### src/rtl/timer16_pkg.sv
package timer16_pkg;
  localparam int REG_IDX_W = 3;
  localparam int BUS_DW = 16;
  localparam int RD_W = 32;

  typedef enum logic [REG_IDX_W-1:0] {
    A_CTRL   = 3'd0,
    A_STAT   = 3'd1,
    A_TRIG   = 3'd2,
    A_COUNT  = 3'd3,
    A_RELOAD = 3'd4
  } reg_idx_e;

  typedef enum logic [1:0] {
    SZ_BYTE = 2'd0,
    SZ_HALF = 2'd1,
    SZ_WORD = 2'd2
  } acc_size_e;

  // control bit positions are software visible
  localparam int B_EN      = 0;
  localparam int B_NOUPD   = 1;
  localparam int B_OVFONLY = 2;
  localparam int B_ONESHOT = 3;
  localparam int B_PRELOAD = 7;

  typedef struct packed {
    logic preload;
    logic oneshot;
    logic ovf_only;
    logic no_upd;
    logic en;
  } ctrl_t;
endpackage

### src/rtl/timer16_reload.sv
module timer16_reload #(
  parameter int CNT_W = 16
) (
  input  logic             clk,
  input  logic             rst_n,
  input  logic             wr,
  input  logic [CNT_W-1:0] wdata,
  input  logic             preload,
  input  logic             upd_evt,
  output logic [CNT_W-1:0] active,
  output logic [CNT_W-1:0] buffered
);
  localparam logic [CNT_W-1:0] RST_LIMIT = {CNT_W{1'b1}};

  always_ff @(posedge clk or negedge rst_n) begin
    if (!rst_n) begin
      buffered <= RST_LIMIT;
      active   <= RST_LIMIT;
    end else begin
      if (wr) buffered <= wdata;
      if (wr && !preload) active <= wdata;
      else if (upd_evt)   active <= buffered;
    end
  end

  p_shadow_hold_r6: assert property (@(posedge clk) disable iff (!rst_n)
    (preload && !upd_evt) |=> $stable(active));
  p_direct_load_r5: assert property (@(posedge clk) disable iff (!rst_n)
    (wr && !preload) |=> (active == $past(wdata)));
endmodule

### src/rtl/timer16_count.sv
module timer16_count #(
  parameter int CNT_W = 16
) (
  input  logic             clk,
  input  logic             rst_n,
  input  logic             en,
  input  logic             no_upd,
  input  logic             ovf_only,
  input  logic             trig,
  input  logic             halt,
  input  logic             freeze_en,
  input  logic [CNT_W-1:0] limit,
  output logic [CNT_W-1:0] cnt,
  output logic             upd_evt,
  output logic             flag_set,
  output logic             upd_pulse
);
  logic run, hit;

  always_comb begin
    run      = en && !(halt && freeze_en);
    hit      = run && (cnt == limit);
    upd_evt  = (hit || trig) && !no_upd;
    flag_set = upd_evt && (hit || !ovf_only);
  end

  always_ff @(posedge clk or negedge rst_n) begin
    if (!rst_n) begin
      cnt       <= '0;
      upd_pulse <= 1'b0;
    end else begin
      upd_pulse <= upd_evt;
      if (trig || hit) cnt <= '0;
      else if (run)    cnt <= cnt + 1'b1;
    end
  end

  p_step_r3: assert property (@(posedge clk) disable iff (!rst_n)
    (run && !hit && !trig) |=> (cnt == CNT_W'($past(cnt) + 1'b1)));
  p_idle_r3: assert property (@(posedge clk) disable iff (!rst_n)
    (!en && !trig) |=> $stable(cnt));
  p_wrap_r4: assert property (@(posedge clk) disable iff (!rst_n)
    hit |=> (cnt == '0));
  p_freeze_r8: assert property (@(posedge clk) disable iff (!rst_n)
    (halt && freeze_en && !trig) |=> $stable(cnt));
  p_trig_clear_r9: assert property (@(posedge clk) disable iff (!rst_n)
    trig |=> (cnt == '0));
endmodule

### src/rtl/timer16_regs.sv
module timer16_regs
  import timer16_pkg::*;
#(
  parameter int CNT_W = 16
) (
  input  logic                 clk,
  input  logic                 rst_n,
  input  logic                 wr_en,
  input  logic [REG_IDX_W-1:0] wr_addr,
  input  logic [BUS_DW-1:0]    wr_data,
  input  logic [1:0]           wr_size,
  input  logic [REG_IDX_W-1:0] rd_addr,
  input  logic [1:0]           rd_size,
  input  logic                 upd_evt,
  input  logic                 flag_set,
  input  logic [CNT_W-1:0]     cnt,
  input  logic [CNT_W-1:0]     reload_view,
  output ctrl_t                ctrl,
  output logic                 trig,
  output logic                 reload_wr,
  output logic [CNT_W-1:0]     reload_wdata,
  output logic                 flag,
  output logic [RD_W-1:0]      rd_data
);
  logic wr_ok, ctrl_wr, stat_clr;
  ctrl_t ctrl_d;
  logic [RD_W-1:0] full;

  always_comb begin
    wr_ok        = wr_en && (wr_size != SZ_BYTE);
    ctrl_wr      = wr_ok && (wr_addr == A_CTRL);
    stat_clr     = wr_ok && (wr_addr == A_STAT) && !wr_data[0];
    trig         = wr_ok && (wr_addr == A_TRIG) && wr_data[0];
    reload_wr    = wr_ok && (wr_addr == A_RELOAD);
    reload_wdata = wr_data[CNT_W-1:0];
    ctrl_d       = ctrl;
    if (ctrl_wr) begin
      ctrl_d.en       = wr_data[B_EN];
      ctrl_d.no_upd   = wr_data[B_NOUPD];
      ctrl_d.ovf_only = wr_data[B_OVFONLY];
      ctrl_d.oneshot  = wr_data[B_ONESHOT];
      ctrl_d.preload  = wr_data[B_PRELOAD];
    end
    if (upd_evt && ctrl.oneshot) ctrl_d.en = 1'b0;
  end

  always_ff @(posedge clk or negedge rst_n) begin
    if (!rst_n) begin
      ctrl <= '0;
      flag <= 1'b0;
    end else begin
      ctrl <= ctrl_d;
      if (flag_set)      flag <= 1'b1;
      else if (stat_clr) flag <= 1'b0;
    end
  end

  always_comb begin
    full = '0;
    case (rd_addr)
      A_CTRL: begin
        full[B_EN]      = ctrl.en;
        full[B_NOUPD]   = ctrl.no_upd;
        full[B_OVFONLY] = ctrl.ovf_only;
        full[B_ONESHOT] = ctrl.oneshot;
        full[B_PRELOAD] = ctrl.preload;
      end
      A_STAT:   full[0] = flag;
      A_COUNT:  full = RD_W'(cnt);
      A_RELOAD: full = RD_W'(reload_view);
      default:  full = '0;
    endcase
    case (rd_size)
      SZ_BYTE: rd_data = {{(RD_W-8){1'b0}}, full[7:0]};
      SZ_HALF: rd_data = {{(RD_W-16){1'b0}}, full[15:0]};
      default: rd_data = full;
    endcase
  end

  p_oneshot_stop_r7: assert property (@(posedge clk) disable iff (!rst_n)
    (upd_evt && ctrl.oneshot) |=> !ctrl.en);
  p_byte_drop_r12: assert property (@(posedge clk) disable iff (!rst_n)
    (wr_en && wr_size == SZ_BYTE && !upd_evt) |=> $stable(ctrl));
  p_flag_hold_r13: assert property (@(posedge clk) disable iff (!rst_n)
    (flag && !stat_clr) |=> flag);
  p_flag_set_r13: assert property (@(posedge clk) disable iff (!rst_n)
    flag_set |=> flag);
endmodule

### src/rtl/timer16_core.sv
module timer16_core
  import timer16_pkg::*;
#(
  parameter int CNT_W = 16
) (
  input  logic                 clk,
  input  logic                 rst_n,
  input  logic                 bus_wr,
  input  logic [REG_IDX_W-1:0] bus_waddr,
  input  logic [BUS_DW-1:0]    bus_wdata,
  input  logic [1:0]           bus_wsize,
  input  logic [REG_IDX_W-1:0] bus_raddr,
  input  logic [1:0]           bus_rsize,
  output logic [RD_W-1:0]      bus_rdata,
  input  logic                 dbg_halt,
  input  logic                 dbg_freeze_en,
  output logic                 upd_pulse,
  output logic                 upd_flag
);
  ctrl_t ctrl;
  logic trig, reload_wr, upd_evt, flag_set;
  logic [CNT_W-1:0] reload_wdata, limit_act, limit_buf, cnt;

  timer16_regs #(.CNT_W(CNT_W)) u_regs (
    .clk(clk), .rst_n(rst_n),
    .wr_en(bus_wr), .wr_addr(bus_waddr), .wr_data(bus_wdata), .wr_size(bus_wsize),
    .rd_addr(bus_raddr), .rd_size(bus_rsize),
    .upd_evt(upd_evt), .flag_set(flag_set), .cnt(cnt), .reload_view(limit_buf),
    .ctrl(ctrl), .trig(trig), .reload_wr(reload_wr), .reload_wdata(reload_wdata),
    .flag(upd_flag), .rd_data(bus_rdata)
  );

  timer16_reload #(.CNT_W(CNT_W)) u_reload (
    .clk(clk), .rst_n(rst_n), .wr(reload_wr), .wdata(reload_wdata),
    .preload(ctrl.preload), .upd_evt(upd_evt),
    .active(limit_act), .buffered(limit_buf)
  );

  timer16_count #(.CNT_W(CNT_W)) u_count (
    .clk(clk), .rst_n(rst_n), .en(ctrl.en), .no_upd(ctrl.no_upd),
    .ovf_only(ctrl.ovf_only), .trig(trig), .halt(dbg_halt),
    .freeze_en(dbg_freeze_en), .limit(limit_act), .cnt(cnt),
    .upd_evt(upd_evt), .flag_set(flag_set), .upd_pulse(upd_pulse)
  );

  p_inhibit_r10: assert property (@(posedge clk) disable iff (!rst_n)
    ctrl.no_upd |=> !upd_pulse);
  p_pulse_after_r4: assert property (@(posedge clk) disable iff (!rst_n)
    (upd_pulse && !$past(trig)) |-> (cnt == '0));
endmodule

### config.mk
export PLATFORM = sky130hd
export DESIGN_NAME = timer16_core
export DESIGN_NICKNAME = d
export VERILOG_FILES = /design/src/rtl/timer16_pkg.sv /design/src/rtl/timer16_reload.sv /design/src/rtl/timer16_count.sv /design/src/rtl/timer16_regs.sv /design/src/rtl/timer16_core.sv
export SDC_FILE = /design/constraint.sdc
export NUM_CORES = 1
export LEC_CHECK = 0
export BUFFER_PORTS_ARGS = -buffer_cell sky130_fd_sc_hd__buf_4
export CAP_MARGIN = 20
export CORE_ASPECT_RATIO = 2
export CORE_MARGIN = 1.5
export CORE_UTILIZATION = 45
export DETAILED_ROUTE_END_ITERATION = 8
export PLACE_DENSITY = 0.68
export SLEW_MARGIN = 25
export SYNTH_ARGS = -nofsm -noshare
export SYNTH_HDL_FRONTEND = slang
export SYNTH_SLANG_ARGS = --single-unit
### constraint.sdc
create_clock -name clk -period 2.33 [get_ports clk]
set_input_delay 0.1165 -clock clk [delete_from_list [all_inputs] [get_ports clk]]
set_output_delay 0.1165 -clock clk [all_outputs]
set_load 0.05 [all_outputs]
# After elaboration in Yosys (flattened, before gate mapping)
# Index checks and enable logic that the tools add are counted.
word_totals:
  reg_bits: 55
  inputBits: 31
  output_inout_bits: 34
  elab_cells: 62
op_classes:
  addsub: 1
  eq_ne: 8
  muxes: 14
  reduce_logical: 29
op_table:
  columns: ["op", "n"]
  rows:
  - ["$mux 16", 4]
  - ["$pmux 16 s2", 1]
  - ["$add 16x1->16 const B", 1]
  - ["$eq 16x16->1", 1]
  - ["$pmux 8 s2", 1]
  - ["$logic_and 1x1->1", 14]
  - ["$reduce_bool 2->1", 5]
  - ["$pmux 3 s3", 1]
  - ["$eq 3x1->1 const B", 2]
  - ["$eq 3x2->1 const B", 2]
  - ["$eq 3x3->1 const B", 2]
  - ["$logic_not 3->1", 2]
  - ["$pmux 3 s2", 1]
  - ["$logic_not 1->1", 5]
  - ["$mux 1", 4]
  - ["$pmux 1 s4", 1]
  - ["$pmux 1 s3", 1]
  - ["$eq 2x1->1 const B", 1]
  - ["$logic_not 2->1", 1]
  - ["$logic_or 1x1->1", 2]

# Logic depth before layout (Yosys ltp)
# Gate-level depths: netlist of the first run.
depth:
  depth_word: 8
  ltp_mapped: 9
  mapped_depth_nobuf: 6

# Cells and area by module
# From an unflattened synthesis of the first run, not the netlist that was laid out.
unflattened:
  cells_unflattened: 296
  area_unflattened_um2: 3435.8
modules_own_cells:
  columns: ["mod", "n_inst", "cells_per_inst", "area_each_um2", "seq_area_each_um2"]
  rows:
  - ["timer16_reload", 1, 87, 1525.2, 840.8]
  - ["timer16_count", 1, 111, 1089.8, 425.4]
  - ["timer16_regs", 1, 98, 820.8, 150.1]

# Worst setup path after synthesis of the first run
# Ideal clock, no wire load.
synth_path:
  path_kind: "register -> output"
  startpoint: "register u_regs.flag"
  endpoint: "output port bus_rdata[0]"
  arrival_time_ps: 2012
  required_ps: 2214
  slack_ps: 202
  path_stages_with_launch: 4
  n_path_buf: 0
  cell_sequence: "dfrtp_1 mux2_2 a22oi_1 o21ai_0"
synth_between:
  elab_chain_len: 2
synth_lines:
  columns: ["element", "line_no", "rtl"]
  rows:
  - ["start, declared", "timer16_regs.sv:22", "output logic flag,"]
  - ["start signal, assigned", "timer16_regs.sv:50", "flag <= 1'b0;"]
  - ["start signal, assigned", "timer16_regs.sv:53", "if (flag_set) flag <= 1'b1;"]
  - ["start signal, assigned", "timer16_regs.sv:54", "else if (stat_clr) flag <= 1'b0;"]
  - ["$pmux 1 s4", "timer16_regs.sv:60", "case (rd_addr)"]
  - ["$pmux 16 s2", "timer16_regs.sv:73", "case (rd_size)"]
  - ["end, declared", "timer16_core.sv:14", "output logic [RD_W-1:0] bus_rdata,"]
# Every way passes these cells.

# Worst setup path after layout of the first run
layout_path:
  startpoint: "register u_count.cnt[14]"
  endpoint: "register u_reload.active[1]"
layout_between:
  elab_chain_len: 5
layout_lines:
  columns: ["element", "line_no", "rtl"]
  rows:
  - ["start, declared", "timer16_count.sv:13", "output logic [CNT_W-1:0] cnt,"]
  - ["start signal, assigned", "timer16_count.sv:34", "else if (run) cnt <= cnt + 1'b1;"]
  - ["$eq 16x16->1", "timer16_count.sv:22", "hit = run && (cnt == limit);"]
  - ["$logic_and 1x1->1", "timer16_count.sv:22", null]
  - ["$logic_or 1x1->1", "timer16_count.sv:23", "upd_evt = (hit || trig) && !no_upd;"]
  - ["$logic_and 1x1->1", "timer16_count.sv:23", null]
  - ["$reduce_bool 2->1 (no source line)", null, null]
  - ["end signal, assigned", "timer16_reload.sv:21", "if (wr && !preload) active <= wdata;"]
  - ["end signal, assigned", "timer16_reload.sv:22", "else if (upd_evt) active <= buffered;"]
  - ["end, declared", "timer16_reload.sv:10", "output logic [CNT_W-1:0] active,"]
# Every way passes these cells.
# A chain may end at the register's enable or synchronous reset.

==> results of run 1 <==
==> stage by stage <==
| step | instances | power [mW] | utilization | worst slack [ns] |
|---|---|---|---|---|
| after CTS | 459 | 3.04 | 0.545 | 0.197 |
| after global routing | 459 | 3.20 | 0.545 | 0.0360 |
| after floorplan | 328 | 1.95 | - | 0.202 |
| after detailed placement | 450 | 2.25 | 0.521 | 0.219 |
| final | 459 | 3.02 | 0.545 | 0.171 |
| after global placement | 450 | 2.22 | 0.521 | 0.260 |
==> worst max-delay path by stage <==
stage / to / slack [ns] / cells past startpoint
finish: u_reload.active[1]$_DFFE_PN1P_ / 0.17 / 6
global route: u_reload.active[1]$_DFFE_PN1P_ / 0.04 / 6
CTS: u_reload.active[1]$_DFFE_PN1P_ / 0.20 / 6
detailed placement: u_reload.active[2]$_DFFE_PN1P_ / 0.22 / 6
global placement: u_reload.active[6]$_DFFE_PN1P_ / 0.26 / 6
floorplan: bus_rdata[0] / 0.20 / 3
==> synth_stat cells, types with 3 or more instances <==
cell type   n  share of area
buf_2       3         0.0048
buf_6       3          0.011
o221a_2     6          0.021
o221a_1     7          0.025
and3_1      4         0.0080
dfstp_2    32           0.27
a22o_1      3         0.0084
mux2_2     19          0.068
xnor2_1    21          0.058
inv_1       8         0.0095
buf_4      17          0.041
clkbuf_1    7         0.0084
a22oi_1    13          0.031
nor3_1      3         0.0048
o221ai_1    3         0.0084
a21oi_1     4         0.0064
and2_1      3         0.0060
nor4_1      3         0.0060
o21ai_0    21          0.033
nor2_1     29          0.035
nand3_1     4         0.0064
and4_1      3         0.0084
xor2_1     10          0.028
nand4_1     6          0.012
nand2_1    40          0.048
dfrtp_1    23           0.18
==> metal layers <==
metal | vias to the layer above | track usage | part of all wire
met5 | - | 0 | 0
met4 | 0 | 0.0986 | 0.019
met3 | 11 | 0.0417 | 0.047
met2 | 73 | 0.385 | 0.53
met1 | 1213 | 0.277 | 0.41
li1 | 1176 | - | -
==> kinds of logic after synthesis <==
| kind of cell | count (synthesis) | share of synthesized area |
|---|---|---|
| AO/OA/AOI/OAI | 62 | 0.148 |
| XOR/XNOR | 31 | 0.0863 |
| adder cells (fa/ha/maj) | 1 | 0.00398 |
| buffers and inverters | 40 | 0.0835 |
| flip-flops | 55 | 0.450 |
| multiplexers | 21 | 0.0744 |
| other | 1 | 0.00119 |
| AND/OR/NAND/NOR | 102 | 0.152 |
==> sequential cells by signal, indices dropped and copies added (netlist names) <==
| name | cells |
|---|---|
| u_regs.flag | 1 |
| u_reload.buffered | 16 |
| u_count.cnt | 16 |
| u_count.upd_pulse | 1 |
| u_reload.active | 16 |
| u_regs.ctrl | 5 |
==> area by class of cell <==
| cell class | count | share of cell area |
|---|---|---|
| clock inverters | 1 | 0.00235 |
| well taps | 90 | 0.0302 |
| clock buffers | 7 | 0.0383 |
| multi-input cells | 233 | 0.409 |
| inverters | 8 | 0.00806 |
| repair buffers | 65 | 0.132 |
| flip-flops and latches | 55 | 0.380 |
==> power groups by stage <==
stage,clock (mW),combinational (mW),sequential (mW)
4_1_cts,0.797,0.880,1.36
3_5_place_dp,0,0.878,1.37
5_1_grt,0.833,0.973,1.39
6_report,0.778,0.878,1.36
2_1_floorplan,0,0.591,1.36
3_3_place_gp,0,0.855,1.37
==> tightest hold or removal path: cells and delay by family <==
family,cells,cell delay (ns)
buffers and inverters,1,0.09
AO/OA/AOI/OAI,1,0.06
AND/OR/NAND/NOR,1,0.04
==> metrics, run 1 <==
final hold violation count 0; Placement Cell Area 3560 um^2; gpl congestion 0.891; register area 1420 um^2; Worst Tran Pin Value 0.726 ns; largest net degree at the start of global routing 56; top-level I/O count 65; Seq pwr share 0.452; hold path start bus_wdata[1]; Mean Syn Cell Area 10.0 um^2; Slew Limit Fails 0; Switch Pwr 995 uW; switching share of power 0.329; grt total ovfl 0; Final Skew 0.00505 ns; Combinational Power Share 0.291; post-CTS sizing 0; most frequent cells in the layout buf_4, nand2_1, dfstp_2; Max FO, Critical Path 16; Sink Count 55; H-tree levels 2; Syn Std Cell Area 3150 um^2; WHS 0.0388 ns; number of routed nets with antenna violations 0; Core ar. 6830 um^2; slowest stage delay, CP 0.45 ns; Arr. time, crit path 2.39 ns; first-pass GRT wire length 13000 um; Leak Pwr 1.63 nW; FF-to-FF path depth 6; Worst Hold End u_regs.ctrl[1]$_DFFE_PN0P_; Die Span Y 121 um; Filler Cells Inserted 641; post-DR wirelength/cell 16.7 um; Synth Flop Type dfstp_2; Post-CTS Setup Inserts 0; critical path class register to register; crit end category register; Tcrit/Tclk final 0.927; reg-to-reg slack, setup 0.17 ns; drt total wl 7670 um; row cnt 43; outcome complete, no violations; vias in the first global route 2627; multi-input gate area in the final layout 1520 um^2; die area 7530 um^2; Port Buf Inserts 48; CTS tree built; internal power 2.03 mW; Slowest-stage cell, CP dfrtp_1; Crit path buffers/inverters 0; clock slew at reported path FFs 0.07 ns; Sum Neg Setup Slack 0 ns; initial core utilization 0.460; DRT iter0 DRCs 231; # DRC 0; reg2reg end u_reload.active[1]$_DFFE_PN1P_; Via Count 2473; distinct cell type count after synthesis 42; CP Cell Sequence xnor2_1 -> nand4_1 -> nor4_1 -> and3_4 -> o211ai_2 -> o221a_2; layout cells sized above 1 0.363; final standard cell area without fillers 3720 um^2; Worst R2R Start u_count.cnt[14]$_DFFE_PN0P_; fmax 0.463 GHz; Gate Count Post-Synth 313; register area share after synthesis 0.450; Nets 400; Layout area overhead 18.4%; number of synthesized flops with an enable pin 0; worst hold path depth 3; total routing usage reported by global routing 0.225; cell area power density 811 nW/um^2; Max-slew headroom 0.515; most common cell after layout, fill and taps aside buf_4; chip width 62.1 um; Max rail drop VDD 0.000479 V; Pre-antenna DRT Iters 4; clock power share 0.257; routed vias/inst 5.39; hold_buf cts 1; critical path data required time 2.56 ns; synth warn 0; cell family with the largest share of critical-path delay compound AO/OA/AOI/OAI gates; antenna violations before repair 0; TritonCTS buffer count 5; Ant. Diodes 0; post-DP HPWL 5650 um; synthesized flop and latch total 55; CTS root buf clkbuf_16; Async S/R FF share, synth 1.00; final setup fails 0; worst skew pair latency 0.30 ns; Setup crit start u_count.cnt[14]$_DFFE_PN0P_; max-cap violations 0; RSZ-0062 raised after global routing no; Clock Tree Buf Depth 2; HP Class input pin to register; post-layout minimum cycle time 2.16 ns; Startpoint Class register
No activity file was read; power rests on OpenSTA's default activity.
==> run 2, diff against run 1 <==
==> constraint.sdc (replaced) <==
create_clock -name clk -period 2 [get_ports clk]
set_input_delay 0.1 -clock clk [delete_from_list [all_inputs] [get_ports clk]]
set_output_delay 0.1 -clock clk [all_outputs]
set_load 0.05 [all_outputs]
==> metrics, run 2 (same netlist as run 1, synthesis figures left out) <==
outcome complete, no violations (unchanged); initial core utilization 0.460 (unchanged); post-layout minimum cycle time 1.91 ns (was 2.16 ns); Arr. time, crit path 2.09 ns (was 2.39 ns); Die Span Y 121 um (unchanged); antenna violations before repair 0 (unchanged); first-pass GRT wire length 13000 um (about the same); total routing usage reported by global routing 0.220 (was 0.225); fin cells 480 (was 459); reg-to-reg slack, setup 0.09 ns (was 0.17 ns); Max-slew headroom 0.548 (was 0.515); stages on the worst setup path 8 (was 6); CP Cell Sequence xnor2_2 -> nand4_1 -> nor4_1 -> and3_4 -> buf_4 -> or2_4 -> buf_12 -> nor2_1 (was xnor2_1 -> nand4_1 -> nor4_1 -> and3_4 -> o211ai_2 -> o221a_2); critical path data required time 2.18 ns (was 2.56 ns); row cnt 43 (unchanged); Worst R2R Start u_reload.active[2]$_DFFE_PN1P_ (was u_count.cnt[14]$_DFFE_PN0P_); Max FO, Critical Path 16 (unchanged); post-DR wirelength/cell 16.7 um (about the same); largest net degree at the start of global routing 56 (unchanged); H-tree levels 2 (unchanged); worst skew pair latency 0.29 ns (was 0.30 ns); Critical Path End u_count.cnt[6]$_DFFE_PN0P_ (was u_reload.active[1]$_DFFE_PN1P_); DRT iter0 DRCs 199 (was 231); Worst Tran Pin Value 0.678 ns (was 0.726 ns); most common cell after layout, fill and taps aside buf_4 (unchanged); FF-to-FF path depth 8 (was 6); Crit path buffers/inverters 2 (was 0); placed cells 468 (was 450); Tcrit/Tclk final 0.956 (was 0.927); Setup crit start u_reload.active[2]$_DFFE_PN1P_ (was u_count.cnt[14]$_DFFE_PN0P_); cell area power density 906 nW/um^2 (was 811 nW/um^2); Pre-antenna DRT Iters 4 (unchanged); Startpoint Class register (unchanged); final hold violation count 0 (unchanged); final setup fails 0 (unchanged); TritonCTS buffer count 5 (unchanged); final standard cell area without fillers 3930 um^2 (was 3720 um^2); Place WS -0.0344 ns (was 0.219 ns); CTS root buf clkbuf_16 (unchanged); most frequent cells in the layout buf_4, nand2_1, dfstp_2 (unchanged); Setup WS post-layout 0.0882 ns (was 0.171 ns); chip width 62.1 um (unchanged); Core ar. 6830 um^2 (unchanged); # DRC 0 (unchanged); crit end category register (unchanged); Slowest-stage cell, CP dfstp_2 (was dfrtp_1); layout cells sized above 1 0.405 (was 0.363); top-level I/O count 65 (unchanged); Port Buf Inserts 48 (unchanged); RSZ-0062 raised after global routing no (unchanged); CTS tree built (unchanged); Slew Limit Fails 0 (unchanged); die area 7530 um^2 (unchanged); drt total wl 8030 um (was 7670 um); Placement Cell Area 3730 um^2 (was 3560 um^2); Max rail drop VDD 0.000596 V (was 0.000479 V); Layout area overhead 24.8% (was 18.4%); post-DP HPWL 5930 um (was 5650 um); Clock Tree Buf Depth 2 (unchanged); largest registers u_count.cnt (16), u_reload.active (16), u_reload.buffered (16) (unchanged); reg2reg end u_count.cnt[6]$_DFFE_PN0P_ (was u_reload.active[1]$_DFFE_PN1P_); Leak Pwr 1.75 nW (was 1.63 nW); WHS 0.0334 ns (was 0.0388 ns); gpl congestion 0.873 (was 0.891); Via Count 2617 (was 2473); HP Class input pin to register (unchanged); clock slew at reported path FFs 0.07 ns (about the same); max-cap violations 0 (unchanged); number of routed nets with antenna violations 0 (unchanged); critical path class register to register (unchanged); routed vias/inst 5.45 (was 5.39); Nets 421 (was 400); vias in the first global route 2607 (was 2627); cell family with the largest share of critical-path delay simple AND/OR/NAND/NOR gates (was compound AO/OA/AOI/OAI gates); Sink Count 55 (unchanged); Ant. Diodes 0 (unchanged); fmax 0.523 GHz (was 0.463 GHz); Final Skew 0.00570 ns (was 0.00505 ns); slowest stage delay, CP 0.57 ns (was 0.45 ns); grt total ovfl 0 (unchanged)
## run 2: cell types whose count changed in the layout (fill, tap and decap cells not counted), sizes merged
cell    previous run  this run
inv                8        10
clkbuf             7         6
or3                1         2
clkinv             1         0
buf               64        84
## run 2: layer usage
layer / GRT usage / vias to the layer above / routed length, um / part of all wire
met5: 0 / - / 0 / 0
met4: 0.0653 / 0 / 126 / 0.016
met3: 0.0343 / 12 / 339 / 0.042
met2: 0.389 / 80 / 4280 / 0.53
met1: 0.277 / 1297 / 3280 / 0.41
li1: - / 1228 / - / -
## run 2: worst register-to-register path: cells and delay by family (launching register included)
kind | cells | cell delay [ns]
XOR/XNOR | 1 | 0.13
flip-flops | 1 | 0.57
AND/OR/NAND/NOR | 5 | 0.84
buffers and inverters | 2 | 0.27
## run 2: power by group
| part | internal, mW | switching (mW) | leakage (nW) | total (mW) |
|---|---|---|---|---|
| sequential | 1.40 | 0.178 | 0.638 | 1.58 |
| combinational | 0.500 | 0.600 | 1.04 | 1.10 |
| clock | 0.471 | 0.405 | 0.0718 | 0.876 |
## run 2: area by class of cell
cell class / count / area, um^2
repair buffers: 85 / 666
clock inverters: 2 / 15.0
inverters: 8 / 30.0
multi-input cells: 234 / 1560
clock buffers: 6 / 129
well taps: 90 / 113
flip-flops and latches: 55 / 1420
fillers: 632 / 2910
## run 2: metrics by stage
stage / setup TNS [ns] / power [mW] / utilization
6_report: 0 / 3.55 / 0.574
2_1_floorplan: 0 / 2.27 / -
5_1_grt: 0 / 3.73 / 0.574
3_3_place_gp: 0 / 2.63 / 0.547
3_5_place_dp: -0.182 / 2.67 / 0.547
4_1_cts: 0 / 3.55 / 0.569
## run 2: timing repair
item | CTS | global route
pin swaps | 0 | 3
buffers inserted | 2 | 1
setup endpoints to repair | 13 | 32
hold endpoints to repair | 23 | 0
hold buffers | 1 | 0
gates cloned | 0 | 1
resized for setup | 1 | 4
## run 2: worst min path at each step
| stage | start | endpoint | slack, ns | depth (start not counted) |
|---|---|---|---|---|
| 5_1_grt | bus_wdata[14] | u_reload.buffered[14]$_DFFE_PN1P_ | 0.05 | 2 |
| 3_3_place_gp | rst_n | u_count.upd_pulse$_DFF_PN0_ | 0.18 | 1 |
| 4_1_cts | bus_wdata[1] | u_regs.ctrl[1]$_DFFE_PN0P_ | 0.03 | 3 |
| 6_report | bus_wdata[1] | u_regs.ctrl[1]$_DFFE_PN0P_ | 0.03 | 3 |
| 2_1_floorplan | rst_n | u_count.cnt[0]$_DFFE_PN0P_ | -0.20 | 0 |
| 3_5_place_dp | rst_n | u_regs.ctrl[0]$_DFFE_PN0P_ | 0.18 | 1 |
==> run 3, diff against run 2 <==
--- a/config.mk
+++ b/config.mk
@@ -9,9 +9,9 @@
 export CAP_MARGIN = 20
 export CORE_ASPECT_RATIO = 2
 export CORE_MARGIN = 1.5
-export CORE_UTILIZATION = 45
+export CORE_UTILIZATION = 59
 export DETAILED_ROUTE_END_ITERATION = 8
-export PLACE_DENSITY = 0.68
+export PLACE_DENSITY = 0.85
 export SLEW_MARGIN = 25
 export SYNTH_ARGS = -nofsm -noshare
 export SYNTH_HDL_FRONTEND = slang
==> constraint.sdc (replaced) <==
create_clock -name clk -period 2.4 [get_ports clk]
set_input_delay 0.12 -clock clk [delete_from_list [all_inputs] [get_ports clk]]
set_output_delay 0.12 -clock clk [all_outputs]
set_load 0.05 [all_outputs]
==> metrics, run 3 (same netlist as run 1, synthesis figures left out) <==
Crit path buffers/inverters 0 (was 2); Max-slew headroom 0.478 (was 0.548); critical path class register to register (unchanged); chip width 54.6 um (was 62.1 um); clock slew at reported path FFs 0.10 ns (was 0.07 ns); multi-input gate area in the final layout 1520 um^2 (was 1560 um^2); Seq pwr share 0.508 (was 0.444); GR Util met3 0.0548 (was 0.0343); register area 1420 um^2 (unchanged); most frequent cells in the layout buf_4, nand2_1, dfstp_2 (unchanged); CP Cell Sequence xnor2_1 -> nand4_1 -> nor4_1 -> and3_4 -> or3_1 -> o221a_2 (was xnor2_2 -> nand4_1 -> nor4_1 -> and3_4 -> buf_4 -> or2_4 -> buf_12 -> nor2_1); Port Buf Inserts 48 (unchanged); worst hold path depth 3 (unchanged); total routing usage reported by global routing 0.307 (was 0.220); post-CTS sizing 0 (was 1); Pre-antenna DRT Iters 4 (unchanged); internal power 1.75 mW (was 2.37 mW); Tcrit/Tclk final 0.944 (was 0.956); fmax 0.441 GHz (was 0.523 GHz); DRT iter0 DRCs 106 (was 199); # DRC 0 (unchanged); Slowest-stage cell, CP dfstp_2 (unchanged); outcome complete, no violations (unchanged); Worst Tran Pin Value 0.781 ns (was 0.678 ns); Sink Count 55 (unchanged); most common cell after layout, fill and taps aside buf_4 (unchanged); initial core utilization 0.612 (was 0.460); final setup fails 0 (unchanged); crit end category register (unchanged); post-layout minimum cycle time 2.27 ns (was 1.91 ns); switching share of power 0.355 (was 0.333); Leak Pwr 1.59 nW (was 1.75 nW); Final Skew 0.00863 ns (was 0.00570 ns); Post-Route Utilization 0.701 (was 0.574); RSZ-0062 raised after global routing no (unchanged); H-tree levels 2 (unchanged); TritonCTS buffer count 5 (unchanged); met1 Track Usage GR 0.340 (was 0.277); Sum Neg Setup Slack 0 ns (unchanged); Max FO, Critical Path 16 (unchanged); Clock Tree Buf Depth 2 (unchanged); Nets 396 (was 421); grt total ovfl 0 (unchanged); gpl congestion 0.884 (was 0.873); Layout area overhead 14.4% (was 24.8%); Core ar. 5140 um^2 (was 6830 um^2); largest registers u_count.cnt (16), u_reload.active (16), u_reload.buffered (16) (unchanged); largest net degree at the start of global routing 56 (unchanged); CTS root buf clkbuf_8 (was clkbuf_16); Combinational Power Share 0.285 (was 0.309); post-DP HPWL 5870 um (was 5930 um); Switch Pwr 960 uW (was 1.18 mW); Die Span Y 106 um (was 121 um); routed vias/inst 6.12 (was 5.45); cell family with the largest share of critical-path delay simple AND/OR/NAND/NOR gates (unchanged); post-DR wirelength/cell 19.0 um (was 16.7 um); Startpoint Class register (unchanged); M2 GR Usage 0.501 (was 0.389); stages on the worst setup path 6 (was 8); gr busiest metal met2 (unchanged); row cnt 37 (was 43); Slew Limit Fails 0 (unchanged); Post-CTS Setup Inserts 0 (was 2); max-cap violations 0 (unchanged); drt total wl 8050 um (was 8030 um); hold_buf cts 1 (unchanged); Ant. Diodes 0 (unchanged); worst skew pair latency 0.32 ns (was 0.29 ns); clock power share 0.207 (was 0.246); Max rail drop VDD 0.000695 V (was 0.000596 V); number of routed nets with antenna violations 0 (unchanged); cell area power density 752 nW/um^2 (was 906 nW/um^2); top-level I/O count 65 (unchanged); vias in the first global route 2588 (was 2607); critical path data required time 2.67 ns (was 2.18 ns); antenna violations before repair 0 (unchanged); slowest stage delay, CP 0.57 ns (about the same); FF-to-FF path depth 6 (was 8); CTS tree built (unchanged); Arr. time, crit path 2.54 ns (was 2.09 ns); die area 5800 um^2 (was 7530 um^2); Via Count 2590 (was 2617); first-pass GRT wire length 12500 um (was 13000 um); Filler Cells Inserted 417 (was 632); layout cells sized above 1 0.359 (was 0.405); HP Class input pin to register (unchanged); final hold violation count 0 (unchanged)
run 3: changes by cell type in the layout (fill, tap and decap cells not counted), sizes merged:
cell    delta
or3        -1
inv        -1
clkinv     +1
buf       -24
run 3: stage by stage:
step / hold WS, ns / total power [mW] / instance area, um^2 / instances / worst slack [ns]
detailed placement: 0.204 / 2.15 / 3490 / 414 / 0.240
CTS: 0.0169 / 2.71 / 3600 / 423 / 0.155
finish: 0.0230 / 2.71 / 3600 / 423 / 0.133
floorplan: -0.176 / 1.89 / 3200 / 328 / 0.268
global placement: 0.196 / 2.12 / 3490 / 414 / 0.240
global route: 0.0262 / 2.82 / 3600 / 423 / 0.00416
run 3: final cells by class:
cell class	instances	area share
multi-input cells	233	0.423
flip-flops and latches	55	0.393
repair buffers	61	0.128
clock buffers	6	0.0229
well taps	58	0.0202
inverters	8	0.00834
clock inverters	2	0.00417
run 3: worst reg2reg max path, stage by stage (launching register included):
cell	delay (ns)
dfstp_2	0.57
xnor2_1	0.12
nand4_1	0.14
nor4_1	0.32
and3_4	0.25
or3_1	0.51
o221a_2	0.30
run 3: final timing paths:
check | startpoint | slack (ns) | endpoint
min in group asynchronous | rst_n | 0.38 | u_count.cnt[6]$_DFFE_PN0P_
max in group asynchronous | rst_n | 1.57 | u_regs.ctrl[2]$_DFFE_PN0P_
min | bus_wdata[2] | 0.02 | u_regs.ctrl[2]$_DFFE_PN0P_
min reg2reg | u_regs.ctrl[1]$_DFFE_PN0P_ | 0.52 | u_regs.flag$_DFFE_PN0P_
max reg2reg | u_reload.active[1]$_DFFE_PN1P_ | 0.13 | u_reload.active[1]$_DFFE_PN1P_
max | u_reload.active[1]$_DFFE_PN1P_ | 0.13 | u_reload.active[1]$_DFFE_PN1P_
run 3: power by group through the flow:
| stage | combinational [mW] | clock [mW] | sequential, mW |
|---|---|---|---|
| floorplan | 0.574 | 0 | 1.32 |
| global placement | 0.740 | 0 | 1.38 |
| detailed placement | 0.762 | 0 | 1.39 |
| CTS | 0.774 | 0.567 | 1.37 |
| global route | 0.841 | 0.595 | 1.38 |
| finish | 0.773 | 0.560 | 1.38 |
run 3: per-layer routing:
metal  vias up  share of wire
met5         -              0
met4         0          0.065
met3        36          0.054
met2       119           0.54
met1      1267           0.34
li1       1168              -
